`config.mk`:
```
export PLATFORM = sky130hd
export DESIGN_NAME = twsl_cfg_slave
export DESIGN_NICKNAME = d
export VERILOG_FILES = /design/src/rtl/twsl_pkg.sv /design/src/rtl/twsl_line_sync.sv /design/src/rtl/twsl_busy_timer.sv /design/src/rtl/twsl_cfg_regs.sv /design/src/rtl/twsl_cfg_slave.sv
export SDC_FILE = /design/constraint.sdc
export NUM_CORES = 1
export LEC_CHECK = 0
export ABC_AREA = 1
export BUFFER_PORTS_ARGS = -buffer_cell sky130_fd_sc_hd__buf_2
export CORE_AREA = 2 2 126 128
export CTS_CLUSTER_SIZE = 12
export DETAILED_ROUTE_END_ITERATION = 10
export DIE_AREA = 0 0 128 130
export PLACE_DENSITY = 0.47
export SETUP_SLACK_MARGIN = 0.05
export SLEW_MARGIN = 25
export SYNTH_ARGS = -nofsm -noshare
export SYNTH_HDL_FRONTEND = slang
export SYNTH_HIERARCHICAL = 1
export SYNTH_SLANG_ARGS = --single-unit
```
`constraint.sdc`:
```
create_clock -name clk -period 3.35 [get_ports clk]
set_input_delay 0.1675 -clock clk [delete_from_list [all_inputs] [get_ports clk]]
set_output_delay 0.1675 -clock clk [all_outputs]
set_load 0.01 [all_outputs]
```
`src/rtl/twsl_pkg.sv`:
```
package twsl_pkg;
  typedef enum logic [2:0] {
    ST_IDLE, ST_ADDR, ST_AACK, ST_WBYTE, ST_WACK, ST_RBYTE, ST_RACK
  } twsl_state_e;

  localparam int DIV_W  = 10;
  localparam int MODE_W = 9;
  localparam int BUSR_W = 4;

  localparam logic [7:0] OP_DIV    = 8'h01;
  localparam logic [7:0] OP_MODE   = 8'h02;
  localparam logic [7:0] OP_BUS    = 8'h0D;
  localparam logic [7:0] OP_COMMIT = 8'h3F;

  localparam logic [3:0]        DEV_CODE = 4'b1011;
  localparam logic [MODE_W-1:0] MODE_RST = 9'h060;
endpackage

```
`src/rtl/twsl_line_sync.sv`:
```
module twsl_line_sync #(
  parameter int STAGES = 2
) (
  input  logic clk,
  input  logic rst,
  input  logic line_i,
  output logic level_o,
  output logic rise_o,
  output logic fall_o
);
  logic [STAGES-1:0] sr_q;
  logic              prev_q;

  always_ff @(posedge clk) begin
    if (rst) begin
      sr_q   <= '1;
      prev_q <= 1'b1;
    end else begin
      sr_q   <= {sr_q[STAGES-2:0], line_i};
      prev_q <= sr_q[STAGES-1];
    end
  end

  assign level_o = sr_q[STAGES-1];
  assign rise_o  = sr_q[STAGES-1] & ~prev_q;
  assign fall_o  = ~sr_q[STAGES-1] & prev_q;
endmodule

```
`src/rtl/twsl_busy_timer.sv`:
```
module twsl_busy_timer #(
  parameter int CYCLES = 20000
) (
  input  logic clk,
  input  logic rst,
  input  logic start_i,
  output logic busy_o
);
  localparam int CW = $clog2(CYCLES + 1);
  localparam logic [CW-1:0] LOAD = CW'(CYCLES);
  logic [CW-1:0] cnt_q;

  always_ff @(posedge clk) begin
    if (rst)               cnt_q <= '0;
    else if (start_i)      cnt_q <= LOAD;
    else if (cnt_q != '0)  cnt_q <= cnt_q - 1'b1;
  end

  assign busy_o = (cnt_q != '0);
endmodule

```
`src/rtl/twsl_cfg_regs.sv`:
```
module twsl_cfg_regs
  import twsl_pkg::*;
(
  input  logic              clk,
  input  logic              rst,
  input  logic              wr_en_i,
  input  logic [7:0]        op_i,
  input  logic [1:0]        wr_idx_i,
  input  logic [7:0]        wdata_i,
  input  logic [1:0]        rd_idx_i,
  output logic [7:0]        rdata_o,
  output logic [DIV_W-1:0]  div_o,
  output logic [MODE_W-1:0] mode_o,
  output logic [BUSR_W-1:0] bus_o
);
  always_ff @(posedge clk) begin
    if (rst) begin
      div_o  <= '0;
      mode_o <= MODE_RST;
      bus_o  <= '0;
    end else if (wr_en_i) begin
      case (op_i)
        OP_DIV: begin
          if (wr_idx_i == 2'd0) div_o[9:2] <= wdata_i;
          if (wr_idx_i == 2'd1) div_o[1:0] <= wdata_i[7:6];
        end
        OP_MODE: begin
          if (wr_idx_i == 2'd0) mode_o[8:2] <= wdata_i[6:0];
          if (wr_idx_i == 2'd1) mode_o[1:0] <= wdata_i[7:6];
        end
        OP_BUS: if (wr_idx_i == 2'd0) bus_o <= wdata_i[3:0];
        default: ;
      endcase
    end
  end

  always_comb begin
    rdata_o = 8'h00;
    case (op_i)
      OP_DIV:  rdata_o = (rd_idx_i == 2'd0) ? div_o[9:2] :
                         (rd_idx_i == 2'd1) ? {div_o[1:0], 6'b0} : 8'h00;
      OP_MODE: rdata_o = (rd_idx_i == 2'd0) ? {1'b0, mode_o[8:2]} :
                         (rd_idx_i == 2'd1) ? {mode_o[1:0], 6'b0} : 8'h00;
      OP_BUS:  rdata_o = (rd_idx_i == 2'd0) ? {4'b0, bus_o} : 8'h00;
      default: rdata_o = 8'h00;
    endcase
  end
endmodule

```
`src/rtl/twsl_cfg_slave.sv`:
```
module twsl_cfg_slave
  import twsl_pkg::*;
#(
  parameter int COMMIT_CYCLES = 20000,
  parameter int SYNC_STAGES   = 2
) (
  input  logic              clk,
  input  logic              rst,
  input  logic              scl_i,
  input  logic              sda_i,
  output logic              sda_pull_o,
  output logic [DIV_W-1:0]  div_cfg_o,
  output logic [MODE_W-1:0] mode_cfg_o,
  output logic [BUSR_W-1:0] bus_cfg_o,
  output logic              commit_req_o
);
  logic scl_lvl, scl_rise, scl_fall, sda_lvl, sda_rise, sda_fall;
  logic start_w, stop_w, busy_w, wr_stb;
  logic [7:0] rd_byte;
  logic [1:0] rd_idx, idx_next;

  twsl_state_e state_q;
  logic [3:0]  bitcnt_q;
  logic [7:0]  rx_q, tx_q, op_q;
  logic [1:0]  idx_q;
  logic [2:0]  sel_act_q;
  logic        rd_mode_q, first_q, pend_wr_q, pend_force_q, mack_q;

  twsl_line_sync #(.STAGES(SYNC_STAGES)) u_scl (
    .clk(clk), .rst(rst), .line_i(scl_i),
    .level_o(scl_lvl), .rise_o(scl_rise), .fall_o(scl_fall));
  twsl_line_sync #(.STAGES(SYNC_STAGES)) u_sda (
    .clk(clk), .rst(rst), .line_i(sda_i),
    .level_o(sda_lvl), .rise_o(sda_rise), .fall_o(sda_fall));

  assign start_w = scl_lvl & sda_fall;
  assign stop_w  = scl_lvl & sda_rise;

  twsl_busy_timer #(.CYCLES(COMMIT_CYCLES)) u_busy (
    .clk(clk), .rst(rst), .start_i(commit_req_o), .busy_o(busy_w));

  assign idx_next = (idx_q == 2'd3) ? 2'd3 : idx_q + 2'd1;
  assign rd_idx   = (state_q == ST_AACK) ? 2'd0 : idx_next;
  assign wr_stb   = (state_q == ST_WBYTE) && scl_fall && (bitcnt_q == 4'd8) && !first_q;

  twsl_cfg_regs u_regs (
    .clk(clk), .rst(rst), .wr_en_i(wr_stb), .op_i(op_q), .wr_idx_i(idx_q),
    .wdata_i(rx_q), .rd_idx_i(rd_idx), .rdata_o(rd_byte),
    .div_o(div_cfg_o), .mode_o(mode_cfg_o), .bus_o(bus_cfg_o));

  always_ff @(posedge clk) begin
    if (rst) begin
      state_q <= ST_IDLE;  bitcnt_q <= '0;  rx_q <= '0;  tx_q <= '0;
      op_q <= OP_DIV;      idx_q <= '0;     sel_act_q <= '0;
      rd_mode_q <= 1'b0;   first_q <= 1'b0; pend_wr_q <= 1'b0;
      pend_force_q <= 1'b0; mack_q <= 1'b0; sda_pull_o <= 1'b0;
      commit_req_o <= 1'b0;
    end else begin
      commit_req_o <= 1'b0;
      if (stop_w) begin
        state_q   <= ST_IDLE;
        sda_pull_o <= 1'b0;
        sel_act_q <= bus_cfg_o[2:0];
        if (pend_force_q || (pend_wr_q && !bus_cfg_o[3])) commit_req_o <= 1'b1;
        pend_wr_q <= 1'b0;
        pend_force_q <= 1'b0;
      end else if (start_w) begin
        state_q  <= ST_ADDR;
        bitcnt_q <= '0;
        sda_pull_o <= 1'b0;
      end else begin
        case (state_q)
          ST_ADDR: begin
            if (scl_rise) begin
              rx_q <= {rx_q[6:0], sda_lvl};
              bitcnt_q <= bitcnt_q + 4'd1;
            end else if (scl_fall && bitcnt_q == 4'd8) begin
              if (rx_q[7:4] == DEV_CODE && rx_q[3:1] == sel_act_q && !busy_w) begin
                sda_pull_o <= 1'b1;
                rd_mode_q  <= rx_q[0];
                state_q    <= ST_AACK;
              end else begin
                state_q <= ST_IDLE;
              end
            end
          end
          ST_AACK: if (scl_fall) begin
            bitcnt_q <= '0;
            idx_q    <= '0;
            if (rd_mode_q) begin
              tx_q <= rd_byte;
              sda_pull_o <= ~rd_byte[7];
              state_q <= ST_RBYTE;
            end else begin
              sda_pull_o <= 1'b0;
              first_q <= 1'b1;
              state_q <= ST_WBYTE;
            end
          end
          ST_WBYTE: begin
            if (scl_rise) begin
              rx_q <= {rx_q[6:0], sda_lvl};
              bitcnt_q <= bitcnt_q + 4'd1;
            end else if (scl_fall && bitcnt_q == 4'd8) begin
              sda_pull_o <= 1'b1;
              state_q <= ST_WACK;
              if (first_q) begin
                op_q <= rx_q;
                first_q <= 1'b0;
                if (rx_q == OP_COMMIT) pend_force_q <= 1'b1;
              end else begin
                idx_q <= idx_next;
                if (op_q == OP_DIV || op_q == OP_MODE || op_q == OP_BUS) pend_wr_q <= 1'b1;
                if (op_q == OP_BUS) pend_force_q <= 1'b1;
              end
            end
          end
          ST_WACK: if (scl_fall) begin
            sda_pull_o <= 1'b0;
            bitcnt_q <= '0;
            state_q <= ST_WBYTE;
          end
          ST_RBYTE: if (scl_fall) begin
            if (bitcnt_q == 4'd7) begin
              sda_pull_o <= 1'b0;
              bitcnt_q <= '0;
              state_q <= ST_RACK;
            end else begin
              tx_q <= {tx_q[6:0], 1'b0};
              sda_pull_o <= ~tx_q[6];
              bitcnt_q <= bitcnt_q + 4'd1;
            end
          end
          ST_RACK: begin
            if (scl_rise) mack_q <= ~sda_lvl;
            else if (scl_fall) begin
              if (mack_q) begin
                idx_q <= idx_next;
                tx_q <= rd_byte;
                sda_pull_o <= ~rd_byte[7];
                state_q <= ST_RBYTE;
              end else begin
                state_q <= ST_IDLE;
              end
            end
          end
          default: ;
        endcase
      end
    end
  end
endmodule

```
-- After elaboration in Yosys (flattened, before gate mapping)
Cells that the tools add are included.
Widths: inputs -> output; s select.
- bits in registers: 86
- output and inout bits: 25
- word-level logic and storage cells: 209
- add/subtract/negate cells: 3
- equal/unequal tests: 46
- muxes and demuxes: 70
- bitwise operators: 16
- reduce and logical (&&, ||, !) cells: 48
- operator list (operator ; number):
    $mux 7 ; 7
    $mux 3 ; 12
    $mux 8 ; 4
    $mux 15 ; 2
    $ne 2x2->1 const B ; 15
    $ne 3x3->1 const B ; 9
    $mux 4 ; 6
    $pmux 8 s3 ; 1
    $reduce_and 6->1 ; 4
    $mux 1 ; 22
    $reduce_and 11->1 ; 2
    $pmux 7 s3 ; 1
    $mux 2 ; 10
    $reduce_and 10->1 ; 2
    $pmux 3 s6 ; 1
    $reduce_and 3->1 ; 5
    $reduce_bool 15->1 ; 1
    $sub 15x1->15 const B ; 1
    $pmux 4 s3 ; 1
    $reduce_and 12->1 ; 1
    $not 1->1 ; 10
    $reduce_or 2->1 ; 5
    $eq 3x3->1 const B ; 3
    $eq 4x4->1 const B ; 2
    other kinds (32) ; 56

-- Longest topological paths before layout
- depth after elaboration: 12
- mapped depth: 19

-- Hierarchy
Netlist, hierarchy kept.
- modules (own cells, without submodules) (module ; times used ; cells an instance ; area each (sq um) ; sequential area each (sq um)):
    twsl_cfg_slave ; 1 ; 344 ; 2210.9 ; 840.8
    twsl_cfg_regs ; 1 ; 218 ; 1312.5 ; 460.4
    twsl_busy_timer ; 1 ; 122 ; 817.0 ; 300.3
    twsl_line_sync ; 2 ; 13 ; 97.6 ; 60.1

-- Worst setup path before layout
Ideal clock, no wire load.
- path type: flip-flop to flip-flop
- start point: reg state_q[1]
- end point: reg sda_pull_o
- data arrival time: 1.849 ns
- data required time: 3.235 ns
- setup slack: 1.386 ns
- stages on the path, launching flop included: 18
- buffers on the path: 0
- period minus slack after synthesis: 1.964 ns
- path through: dfxtp_1 inv_2 nor2_2 nand2_1 o21ai_0 inv_1 nor2_1 nand2_1 nand2_1 nand2_1 o21ai_0 inv_1 o211ai_1 nand2_1 nor2_1 nand3_1 nand2_1 nor2_1
- word-level cells in the longest chain between the ends: 11
- elaborated cells between the ends (all ways): 34
- classes of those cells: 18 x eq/ne; 12 x mux; 1 x bitwise; 3 x reduce/logical
- RTL lines (element ; RTL line ; RTL):
    from (decl) ; twsl_cfg_slave.sv:22 ; twsl_state_e state_q;
    from (signal assigned) ; twsl_cfg_slave.sv:53 ; state_q <= ST_IDLE; bitcnt_q <= '0; rx_q <= '0; tx_q <= '0;
    from (signal assigned) ; twsl_cfg_slave.sv:61 ; state_q <= ST_IDLE;
    from (signal assigned) ; twsl_cfg_slave.sv:68 ; state_q <= ST_ADDR;
    $eq 3x2->1 (*) ; twsl_cfg_slave.sv:43 ; assign rd_idx = (state_q == ST_AACK) ? 2'd0 : idx_next;
    $mux 2 (*) ; twsl_cfg_slave.sv:43 ;
    net rd_idx[1] ; twsl_cfg_slave.sv:20 ; logic [1:0] rd_idx, idx_next;
    $eq 2x1->1 ; twsl_cfg_regs.sv:41, twsl_cfg_regs.sv:43 ;
    $mux 8, on equally long branches ; twsl_cfg_regs.sv:43, twsl_cfg_regs.sv:41 ;
    $mux 8, on equally long branches ; twsl_cfg_regs.sv:42, twsl_cfg_regs.sv:40 ;
    $pmux 8 s3 (*) ; twsl_cfg_regs.sv:39 ; case (op_i)
    net rd_byte[7] ; twsl_cfg_slave.sv:19 ; logic [7:0] rd_byte;
    $not 1->1 (*) ; twsl_cfg_slave.sv:92, twsl_cfg_slave.sv:140 ;
    $mux 1 ; twsl_cfg_slave.sv:137 ; if (mack_q) begin
    $mux 1 ; twsl_cfg_slave.sv:136 ; else if (scl_fall) begin
    $mux 1 ; twsl_cfg_slave.sv:135 ; if (scl_rise) mack_q <= ~sda_lvl;
    $pmux 1 s6 (*) ; twsl_cfg_slave.sv:72 ; case (state_q)
    to (signal assigned) ; twsl_cfg_slave.sv:92 ; sda_pull_o <= ~rd_byte[7];
    to (signal assigned) ; twsl_cfg_slave.sv:130 ; sda_pull_o <= ~tx_q[6];
    to (signal assigned) ; twsl_cfg_slave.sv:140 ; sda_pull_o <= ~rd_byte[7];
    to (decl) ; twsl_cfg_slave.sv:11 ; output logic sda_pull_o,
The timed path passes the listed nets; every way through them passes the cells marked *. The select of a mux whose other input is x is not followed.
A chain may end at the register's enable or synchronous reset.

-- Worst setup path in the final report
- start point: reg u_scl.prev_q
- end point: reg u_regs.bus_o[3]
- word-level cells in the longest chain between the ends: 5
- RTL lines (element ; RTL line ; RTL):
    from (decl) ; twsl_line_sync.sv:12 ; logic prev_q;
    from (signal assigned) ; twsl_line_sync.sv:20 ; prev_q <= sr_q[STAGES-1];
    $and 1x1->1 ; twsl_line_sync.sv:26 ; assign fall_o = ~sr_q[STAGES-1] & prev_q;
    net scl_fall ; twsl_cfg_slave.sv:17 ; logic scl_lvl, scl_rise, scl_fall, sda_lvl, sda_rise, sda_fall;
    $logic_and 1x1->1 (3 in a row) ; twsl_cfg_slave.sv:44 ; assign wr_stb = (state_q == ST_WBYTE) && scl_fall && (bitcnt_q == 4'd8) && !first_q;
    net wr_stb ; twsl_cfg_slave.sv:18 ; logic start_w, stop_w, busy_w, wr_stb;
    $reduce_and 3->1 (no source line) ; -- ;
    to (signal assigned) ; twsl_cfg_regs.sv:31 ; OP_BUS: if (wr_idx_i == 2'd0) bus_o <= wdata_i[3:0];
    to (decl) ; twsl_cfg_regs.sv:14 ; output logic [BUSR_W-1:0] bus_o
The timed path passes the listed nets, and every way through them passes these cells.

==> impl_metrics.json <==
{
  "drt_first_pass_iters": 5,
  "grt_max_degree": 24,
  "cts-root-buf": "clkbuf_16",
  "finalHoldViolCount": 0,
  "netlist_area_um2": 4540,
  "pwr-share-clk_pct": 31.3,
  "start_util_pct": 29.4,
  "syn_area_per_cell_um2": 6.39,
  "power_density_nw_per_um2": 578,
  "cp-start-kind": "flip-flop",
  "avgRoutedWirePerCell_um": 13.7,
  "max_cap_viol_count": 0,
  "ys.warnings.count": 6,
  "outcome": "finished, final reports clean",
  "row_count": 46,
  "synthSimpleGateAreaFrac_pct": 40.1,
  "grt_setup_unrepaired": "false",
  "ys_ff_latch": 86,
  "synth_xor_area_share_pct": 1.93,
  "power_switching_uw": 1060,
  "combPwrFrac_pct": 28.3,
  "worst_hold_path_type": "in2reg",
  "postCtsSetupBuffers": 0,
  "post-place-ws_ns": 0.799,
  "coreArea_um2": 15400,
  "cts_buffer_depth": 2,
  "antenna_cells": 0,
  "route.vias.total": 4488,
  "drv_slew": 0,
  "die_h_um": 130,
  "drc": 0,
  "gp_congestion": 0.871,
  "cts_made_buffers": 9,
  "end_kind": "flip-flop",
  "crit_chain": "inv_1 -> nor2_1 -> nand4_1 -> nor2_4 -> inv_1 -> nor2_1 -> inv_1 -> nor3_4 -> nand3_2 -> nand2_1 -> nand2_1 -> nor2_1",
  "synth_compound_area_share_pct": 10.1,
  "pwr-share-seq_pct": 40.4,
  "ir_worst_vdd_v": 0.000239,
  "area_growth_pct": 13.9,
  "crit_path_max_incr_delay_ns": 0.51,
  "netlist_instances": 710,
  "grt_overflow": 0,
  "setup_violations": 0,
  "critPathArrivalTime_ns": 2.89,
  "wirelength_um": 12900,
  "nNetsFinal": 750,
  "drtIter0Drc": 227,
  "antenna_left": 0,
  "synthDistinctLibCells": 32,
  "cts_sinks": 86,
  "leakage_uw": 0.00238,
  "swShare_pct": 35.3,
  "fin_ws_ns": 0.743,
  "synth_fp_nets": 717,
  "grt_pass1_wl_um": 21700,
  "tns_ns": 0,
  "synth_top_family_by_area": "simple AND/OR/NAND/NOR gates",
  "clkTransAtPathRegs_ns": 0.06,
  "io-pin-count": 29,
  "fp.dieW_um": 128,
  "crit_buf_inv": 3,
  "io_buffers": 28,
  "place_hpwl_um": 9760,
  "min_period_ns": 2.61,
  "critPathTopFamily": "simple AND/OR/NAND/NOR gates",
  "vias_per_cell": 4.77,
  "yosysSeqAreaShare_pct": 38.0,
  "synthAdderAreaFrac_pct": 0.828,
  "relSlewSlack_pct": 38.7,
  "fin_worst_skew_ns": 0.00739,
  "cts_tree": "yes",
  "clock_latency_ns": 0.35,
  "synthMuxAreaShare_pct": 0,
  "crit_fanout": 16,
  "worst_ep_required_time_ns": 3.64,
  "drive_gt1_share_pct": 9.76,
  "grt_pass1_vias": 4407,
  "dieArea_um2": 16600,
  "h-tree-depth": 3,
  "max_freq_ghz": 0.384,
  "crit_type": "reg2reg",
  "fin_crit_sh_pct": 77.8,
  "crit_slowest_cell": "nor3_4",
  "track_usage_pct": 16.6,
  "p_int_uw": 1930,
  "tightest_slew_ns": 0.917,
  "grt_antenna_before_repair": 0
}
## logic make-up after synthesis
family | count (synthesis)
buffers and inverters | 104
and+or+nand+nor | 420
DFF | 86
AOI/OAI and AO/OA | 87
adders and majority gates | 3
xor gates and xnor gates | 10
## area by class of cell
| cell class | instances | area (um^2) |
|---|---|---|
| Fill cell | 1688 | 10300 |
| Multi-Input combinational cell | 520 | 2400 |
| Sequential cell | 86 | 1720 |
| Inverter | 93 | 349 |
| Clock buffer | 13 | 250 |
| Tap cell | 192 | 240 |
| Timing Repair Buffer | 33 | 183 |
| Clock inverter | 3 | 20.0 |
## sequential cells by signal (all words and copies together), names as in the netlist, 2 cells and up
register	flops
u_regs/div_o	10
u_scl/sr_q	2
state_q	3
u_busy/cnt_q	15
op_q	8
u_sda/sr_q	2
sel_act_q	3
idx_q	2
tx_q	7
u_regs/bus_o	4
u_regs/mode_o	9
bitcnt_q	4
rx_q	8
## worst paths after layout
check        slack [ns]  cells past startpoint                      from                             to
max                0.74                     12   u_scl/prev_q$_SDFF_PP1_   u_regs/bus_o[3]$_SDFFE_PP0P_
min                0.30                      2                       rst  u_busy/cnt_q[10]$_SDFFE_PP0P_
max reg2reg        0.74                     12   u_scl/prev_q$_SDFF_PP1_   u_regs/bus_o[3]$_SDFFE_PP0P_
min reg2reg        0.42                      2  u_sda/sr_q[0]$_SDFF_PP1_       u_sda/sr_q[1]$_SDFF_PP1_
## per-layer routing
metal,vias up,GRT usage [%],part of all wire (%)
met1,2046,20.3,47
li1,2312,-,-
met3,23,3.65,3.7
met5,-,0,0
met2,107,28.7,46
met4,0,6.66,2.8
## synthesized netlist by cell type (all sizes together)
master / number / share of area, %
a21boi: 1 / 0.17
a21oi: 45 / 5.0
a22o: 4 / 0.77
buf: 8 / 1.1
clkbuf: 3 / 0.25
dfxtp: 86 / 38
ha: 3 / 0.83
inv: 93 / 7.7
nand2: 193 / 16
nand3: 72 / 8.1
nand3b: 2 / 0.33
nand4: 6 / 0.97
nor2: 134 / 13
nor3: 11 / 1.6
nor3b: 1 / 0.28
o211ai: 2 / 0.33
o21ai: 35 / 3.9
or2: 1 / 0.14
xnor2: 1 / 0.19
xor2: 9 / 1.7
## worst register-to-register path, delay by kind of cell (launching register included)
| family | cells | cell delay (ns) |
|---|---|---|
| DFF | 1 | 0.33 |
| buffers and inverters | 3 | 0.22 |
| and+or+nand+nor | 9 | 2.01 |
## cell usage in the layout (no fill, tap or decap), types with 28 or more instances in the layout
| master | n |
|---|---|
| o21ai_0 | 32 |
| buf_2 | 28 |
| dfxtp_1 | 86 |
| nor2_1 | 119 |
| nand2_1 | 189 |
| inv_1 | 89 |
| nand3_1 | 71 |
| a21oi_1 | 45 |
## metrics by stage
stage / cell area, um^2 / instances / hold slack [ns] / total power, uW / utilization [%]
floorplan: 4540 / 710 / 0.237 / 1910 / -
CTS: 5170 / 940 / 0.289 / 3020 / 33.5
detailed placement: 4880 / 922 / 0.352 / 2070 / 31.6
finish: 5170 / 940 / 0.298 / 2990 / 33.5
global placement: 4880 / 922 / 0.344 / 2060 / 31.6
global route: 5170 / 940 / 0.298 / 3220 / 33.5
## power groups by stage
stage          registers [uW]  clock network [uW]  logic [uW]
4_1_cts                  1210                 967         849
3_3_place_gp             1230                   0         832
6_report                 1210                 936         845
5_1_grt                  1220                1010         987
3_5_place_dp             1230                   0         844
2_1_floorplan            1210                   0         703
## timing repair
item	4_1_cts	5_1_grt
hold endpoints to repair	2	0
hold buffers	2	0
resized for setup	0	0
Note: power is estimated with default switching activity, not from simulation.
